File: src/rtl/load_violation_queue.sv
module load_violation_queue #(
  parameter int DEPTH = 32,
  parameter int AW    = 32,
  parameter int PCW   = 32,
  parameter int TAGW  = 6,
  parameter int LSB   = 2,
  localparam int IW   = $clog2(DEPTH),
  localparam int CW   = IW + 1
) (
  input  logic            clk,
  input  logic            rst_n,
  input  logic            alloc_valid,
  input  logic [TAGW-1:0] alloc_tag,
  input  logic [PCW-1:0]  alloc_pc,
  output logic            alloc_ready,
  output logic [IW-1:0]   alloc_slot,
  input  logic            exec_valid,
  input  logic [IW-1:0]   exec_slot,
  input  logic [AW-1:0]   exec_addr,
  input  logic            st_valid,
  input  logic [TAGW-1:0] st_tag,
  input  logic [AW-1:0]   st_addr,
  input  logic            commit_valid,
  output logic            commit_ready,
  input  logic            flush_valid,
  input  logic [TAGW-1:0] flush_tag,
  output logic            trap_valid,
  output logic [PCW-1:0]  trap_pc
);

  logic [DEPTH-1:0] v, done, flag;
  logic [TAGW-1:0]  tag_q  [DEPTH];
  logic [PCW-1:0]   pc_q   [DEPTH];
  logic [AW-1:0]    addr_q [DEPTH];
  logic [IW-1:0]    head;
  logic [CW-1:0]    cnt;

  function automatic logic younger(input logic [TAGW-1:0] a, input logic [TAGW-1:0] b);
    logic [TAGW-1:0] d;
    d = a - b;
    return (d != '0) && !d[TAGW-1];
  endfunction

  logic [DEPTH-1:0] hit, keep;
  logic [CW-1:0]    kept;
  logic             fire, trap_fire, alloc_fire;
  logic [IW-1:0]    tail;

  assign tail         = head + cnt[IW-1:0];
  assign alloc_slot   = tail;
  assign alloc_ready  = (cnt != CW'(DEPTH));
  assign commit_ready = v[head] & done[head];
  assign fire         = commit_valid & commit_ready;
  assign trap_fire    = fire & (flag[head] | hit[head]);
  assign alloc_fire   = alloc_valid & alloc_ready & ~flush_valid & ~trap_fire;

  always_comb begin
    kept = '0;
    for (int i = 0; i < DEPTH; i++) begin
      hit[i] = st_valid & v[i] & younger(tag_q[i], st_tag) &
               ((done[i] & (addr_q[i][AW-1:LSB] == st_addr[AW-1:LSB])) |
                (exec_valid & (exec_slot == IW'(i)) &
                 (exec_addr[AW-1:LSB] == st_addr[AW-1:LSB])));
      keep[i] = v[i] & ~(flush_valid & younger(tag_q[i], flush_tag)) &
                ~(fire & (head == IW'(i))) & ~trap_fire;
      kept = kept + CW'(keep[i]);
    end
  end

  always_ff @(posedge clk) begin
    if (!rst_n) begin
      v    <= '0;
      done <= '0;
      flag <= '0;
      head <= '0;
      cnt  <= '0;
      trap_valid <= 1'b0;
      trap_pc    <= '0;
    end else begin
      for (int i = 0; i < DEPTH; i++) begin
        if (alloc_fire && tail == IW'(i)) begin
          v[i]     <= 1'b1;
          done[i]  <= 1'b0;
          flag[i]  <= 1'b0;
          tag_q[i] <= alloc_tag;
          pc_q[i]  <= alloc_pc;
        end else begin
          v[i] <= keep[i];
          if (exec_valid && exec_slot == IW'(i) && v[i]) begin
            done[i]   <= 1'b1;
            addr_q[i] <= exec_addr;
          end
          if (hit[i]) flag[i] <= 1'b1;
        end
      end
      head       <= head + IW'(fire);
      cnt        <= kept + CW'(alloc_fire);
      trap_valid <= trap_fire;
      if (trap_fire) trap_pc <= pc_q[head];
    end
  end

  a_r2_no_overflow: assert property (@(posedge clk) disable iff (!rst_n)
    cnt <= CW'(DEPTH));
  a_r2_full_holds: assert property (@(posedge clk) disable iff (!rst_n)
    (alloc_valid && !alloc_ready && !commit_valid && !flush_valid) |=> cnt == $past(cnt));
  a_r7_wait_head: assert property (@(posedge clk) disable iff (!rst_n)
    (commit_valid && !commit_ready && !flush_valid) |=> head == $past(head));
  a_r9_trap_empties: assert property (@(posedge clk) disable iff (!rst_n)
    trap_valid |-> cnt == '0);
  a_r9_trap_pulse: assert property (@(posedge clk) disable iff (!rst_n)
    trap_valid |=> !trap_valid);

endmodule

File: config.mk
export PLATFORM = sky130hd
export DESIGN_NAME = load_violation_queue
export DESIGN_NICKNAME = d
export VERILOG_FILES = /design/src/rtl/load_violation_queue.sv
export SDC_FILE = /design/constraint.sdc
export NUM_CORES = 2
export LEC_CHECK = 0
export CORE_UTILIZATION = 55
export DETAILED_ROUTE_END_ITERATION = 8
export DONT_BUFFER_PORTS = 1
export PLACE_DENSITY = 0.76
export SYNTH_ARGS = -nofsm -noshare
export SYNTH_HDL_FRONTEND = slang
export SYNTH_SLANG_ARGS = --single-unit
File: constraint.sdc
create_clock -name clk -period 13.52 [get_ports clk]
set_input_delay 2.704 -clock clk [delete_from_list [all_inputs] [get_ports clk]]
set_output_delay 2.704 -clock clk [all_outputs]
set_load 0.05 [all_outputs]
==> flow_metrics.tcl <==
set metrics [dict create \
    status "finished clean" \
    timing.hold.ws_ns 0.5260 \
    grt_pass1_vias 63590 \
    die_w_um 442.5 \
    p_per_area_nw_per_um2 124.6 \
    tightest_slew_ns 1.377 \
    p_int_w 0.01151 \
    place_hpwl_um 171000 \
    rows 161 \
    io_pins 166 \
    drc_errors 0 \
    path_class "in -> reg" \
    avgSynthCellArea_um2 15.78 \
    crit_path_max_incr_delay_ns 0.91 \
    final_cell_mix "2176 x edfxtp_1, 839 x xnor2_1, 437 x xor2_1" \
    r2r_slack_ns 4.42 \
    synth_async_sr_flop_share_pct 0 \
    crit_family "adder cells" \
    hold_viol 0 \
    cp_common_cell "fa_1" \
    gp_congestion 0.9554 \
    seq_power_share_pct 53.7 \
    timing.rr.end "cnt[4]" \
    setup_violations 0 \
    power_frac_comb_pct 3.6 \
    rsz0062_at_grt "no" \
    clkPwrFrac_pct 42.7 \
    core_area_um2 192600 \
    firstDrtPassIters 6 \
    synth_top_area_share_pct 61.24 \
    drive_above_1_share_pct 13.36 \
    grt_max_degree 167 \
    nFillCells 13600 \
    hold_buffers 0 \
    setup_tns_ns 0 \
    cts_buffer_depth 3 \
    grt_use_total_pct 32.84 \
    synth_area_um2 106700 \
    synth_nets 7308 \
    htree_levels 4 \
    cts_buffers 217 \
    root_buffer "clkbuf_16" \
    setup.worst_path.start "st_tag[1]" \
    slew_headroom_pct 8.175 \
    clock_skew_ns 0.08257 \
    holdCritPathClass "reg -> reg" \
    period_minus_slack_ns 11.11 \
    end_kind "register" \
    synthCells 6760 \
    final_common_cell "edfxtp_1" \
    yosysWarnings 0 \
    finalMaxSlewViolations 0 \
    synth_seq_cells 2316 \
    post_cts_buffers 0 \
    required_ns 14.25 \
    vias_per_cell 6.757 \
    clk_latency_ns 0.91 \
    yosysTopAreaCell "edfxtp_1" \
    yosys-top-cells-area "edfxtp_1 61%, mux4_2 7.1%, xnor2_1 6.9%" \
    final_nets 7325 \
    io_buffers 0 \
    yosysUniqueCellTypes 78 \
    sw_frac_of_total_pct 21.04 \
    crit_arrival_ns 11.84 \
    crit_slowest_cell "nor4_2" \
    yosysSeqAreaShare_pct 63.86 \
    critPathLaunchType "input port" \
    p_leak_nw 37.51 \
    start_util_pct 55.41 \
    period_share_pct 82.15 \
    synth_edf_count 2176 \
    wl_per_cell_um 34.04 \
    drt_iter0_drc 9134 \
    switchingPower_w 0.003069 \
    path_buf_inv 6 \
    reg2regPathDepth 25 \
    antenna_left 0 \
    antenna_found_initial 9 \
    crit_cells 28 \
    die_area_um2 195800 \
    syn2layout_area_growth_pct 9.691 \
    die_y_um 442.5 \
    cts_resized 0 \
    cts_sinks 2316 \
    fmaxAchievable_mhz 90.03 \
    clkSlewWorstSetupHoldPaths_ns 0.06 \
    vdd_drop_max_mv 0.1519 \
    grt_overflow 0 \
    drt-total-wl_um 323400 \
    vias 64190 \
    tritoncts "yes" \
    grt_pass1_wl_um 455500 \
    crit_fanout 43 \
    setup.worst_path.end "cnt[4]" \
    synth-main-ff-cell "edfxtp_1" \
    crit-reg2reg-launch "head[1]" \
    maxCapViolCount 0 \
]
-- registers in the layout, summed over array words and instances (netlist names) --
signal	cells
v	32
cnt	6
pc_q	1024
flag	32
trap_pc	32
done	32
addr_q	960
tag_q	192
head	5
trap_valid	1
-- worst register-to-register path, stage by stage (launching register included) --
cell,delay (ns)
dfxtp_4,0.65
buf_4,0.73
buf_4,0.74
nand3_1,0.57
or2_2,0.47
or3b_1,0.37
o211ai_1,0.27
nor4_2,0.19
a21boi_4,0.43
nor2_1,0.14
fa_1,0.55
inv_1,0.06
fa_1,0.58
fa_1,0.44
fa_1,0.46
fa_1,0.50
inv_1,0.05
fa_1,0.43
inv_1,0.07
fa_1,0.15
inv_1,0.06
fa_1,0.45
a21o_1,0.19
a21oi_1,0.16
xor2_1,0.17
nor2_1,0.05
-- power groups by stage --
stage          combinational [W]  clock [W]  sequential [W]
6_report                0.000523    0.00622         0.00784
5_1_grt                 0.000570    0.00650         0.00783
4_1_cts                 0.000516    0.00624         0.00784
3_5_place_dp            0.000511          0         0.00799
3_3_place_gp            0.000488          0         0.00799
2_1_floorplan           0.000467          0         0.00800
-- layout make-up --
| type | count | area (um^2) | area share [%] |
|---|---|---|---|
| sequential | 2316 | 68160 | 58.23 |
| multi-input combinational | 3933 | 36890 | 31.52 |
| clock buffer | 257 | 5620 | 4.802 |
| tap | 2526 | 3161 | 2.700 |
| clock inverter | 154 | 1597 | 1.364 |
| timing repair buffer | 111 | 858.3 | 0.7333 |
| inverter | 198 | 745.7 | 0.6371 |
| antenna | 5 | 12.51 | 0.01069 |
-- per-layer routing --
layer	GRT usage [%]	vias to the layer above	wire length [um]
met5	0	-	21
met4	16.13	4	18850
met3	7.609	972	39590
met2	52.23	4580	151200
met1	42.66	32640	113700
li1	-	25990	-
-- cell families after synthesis --
family                     share of synthesized area [%]
and+or+nand+nor                                    5.736
buffers and inverters                              2.007
adders and majority gates                          5.581
DFF                                                63.86
AOI/OAI and AO/OA                                  4.863
xor gates and xnor gates                           10.49
muxes                                              7.460
-- synth_stat cells, drive strengths merged (88+ instances only) --
cell / number
a21o: 88
a21oi: 217
buf: 184
clkbuf: 129
dfxtp: 140
edfxtp: 2176
fa: 90
ha: 332
inv: 198
mux4: 335
nand2: 95
nand2b: 90
nand3: 89
nand4: 247
nor2: 142
nor4: 115
o21ai: 163
xnor2: 840
xor2: 438
-- worst min path at each step --
stage | startpoint | to | slack (ns) | cells after the start
global placement | flag[5] | flag[5] | 0.51 | 2
detailed placement | flag[1] | flag[1] | 0.51 | 2
finish | flag[1] | flag[1] | 0.53 | 2
global route | flag[1] | flag[1] | 0.54 | 2
floorplan | flag[1] | flag[1] | 0.48 | 2
CTS | flag[1] | flag[1] | 0.52 | 2
-- stage by stage --
stage	worst slack (ns)	area, um^2	instances	util, %	power, W
6_report	2.413	117000	9500	60.78	0.01458
5_1_grt	2.100	117000	9496	60.77	0.01490
4_1_cts	2.523	117000	9495	60.77	0.01460
3_5_place_dp	1.685	109800	9084	57.02	0.008504
3_3_place_gp	1.742	109800	9084	57.02	0.008481
2_1_floorplan	3.033	106700	6760	-	0.008462
Note: power is estimated with default switching activity, not from simulation.
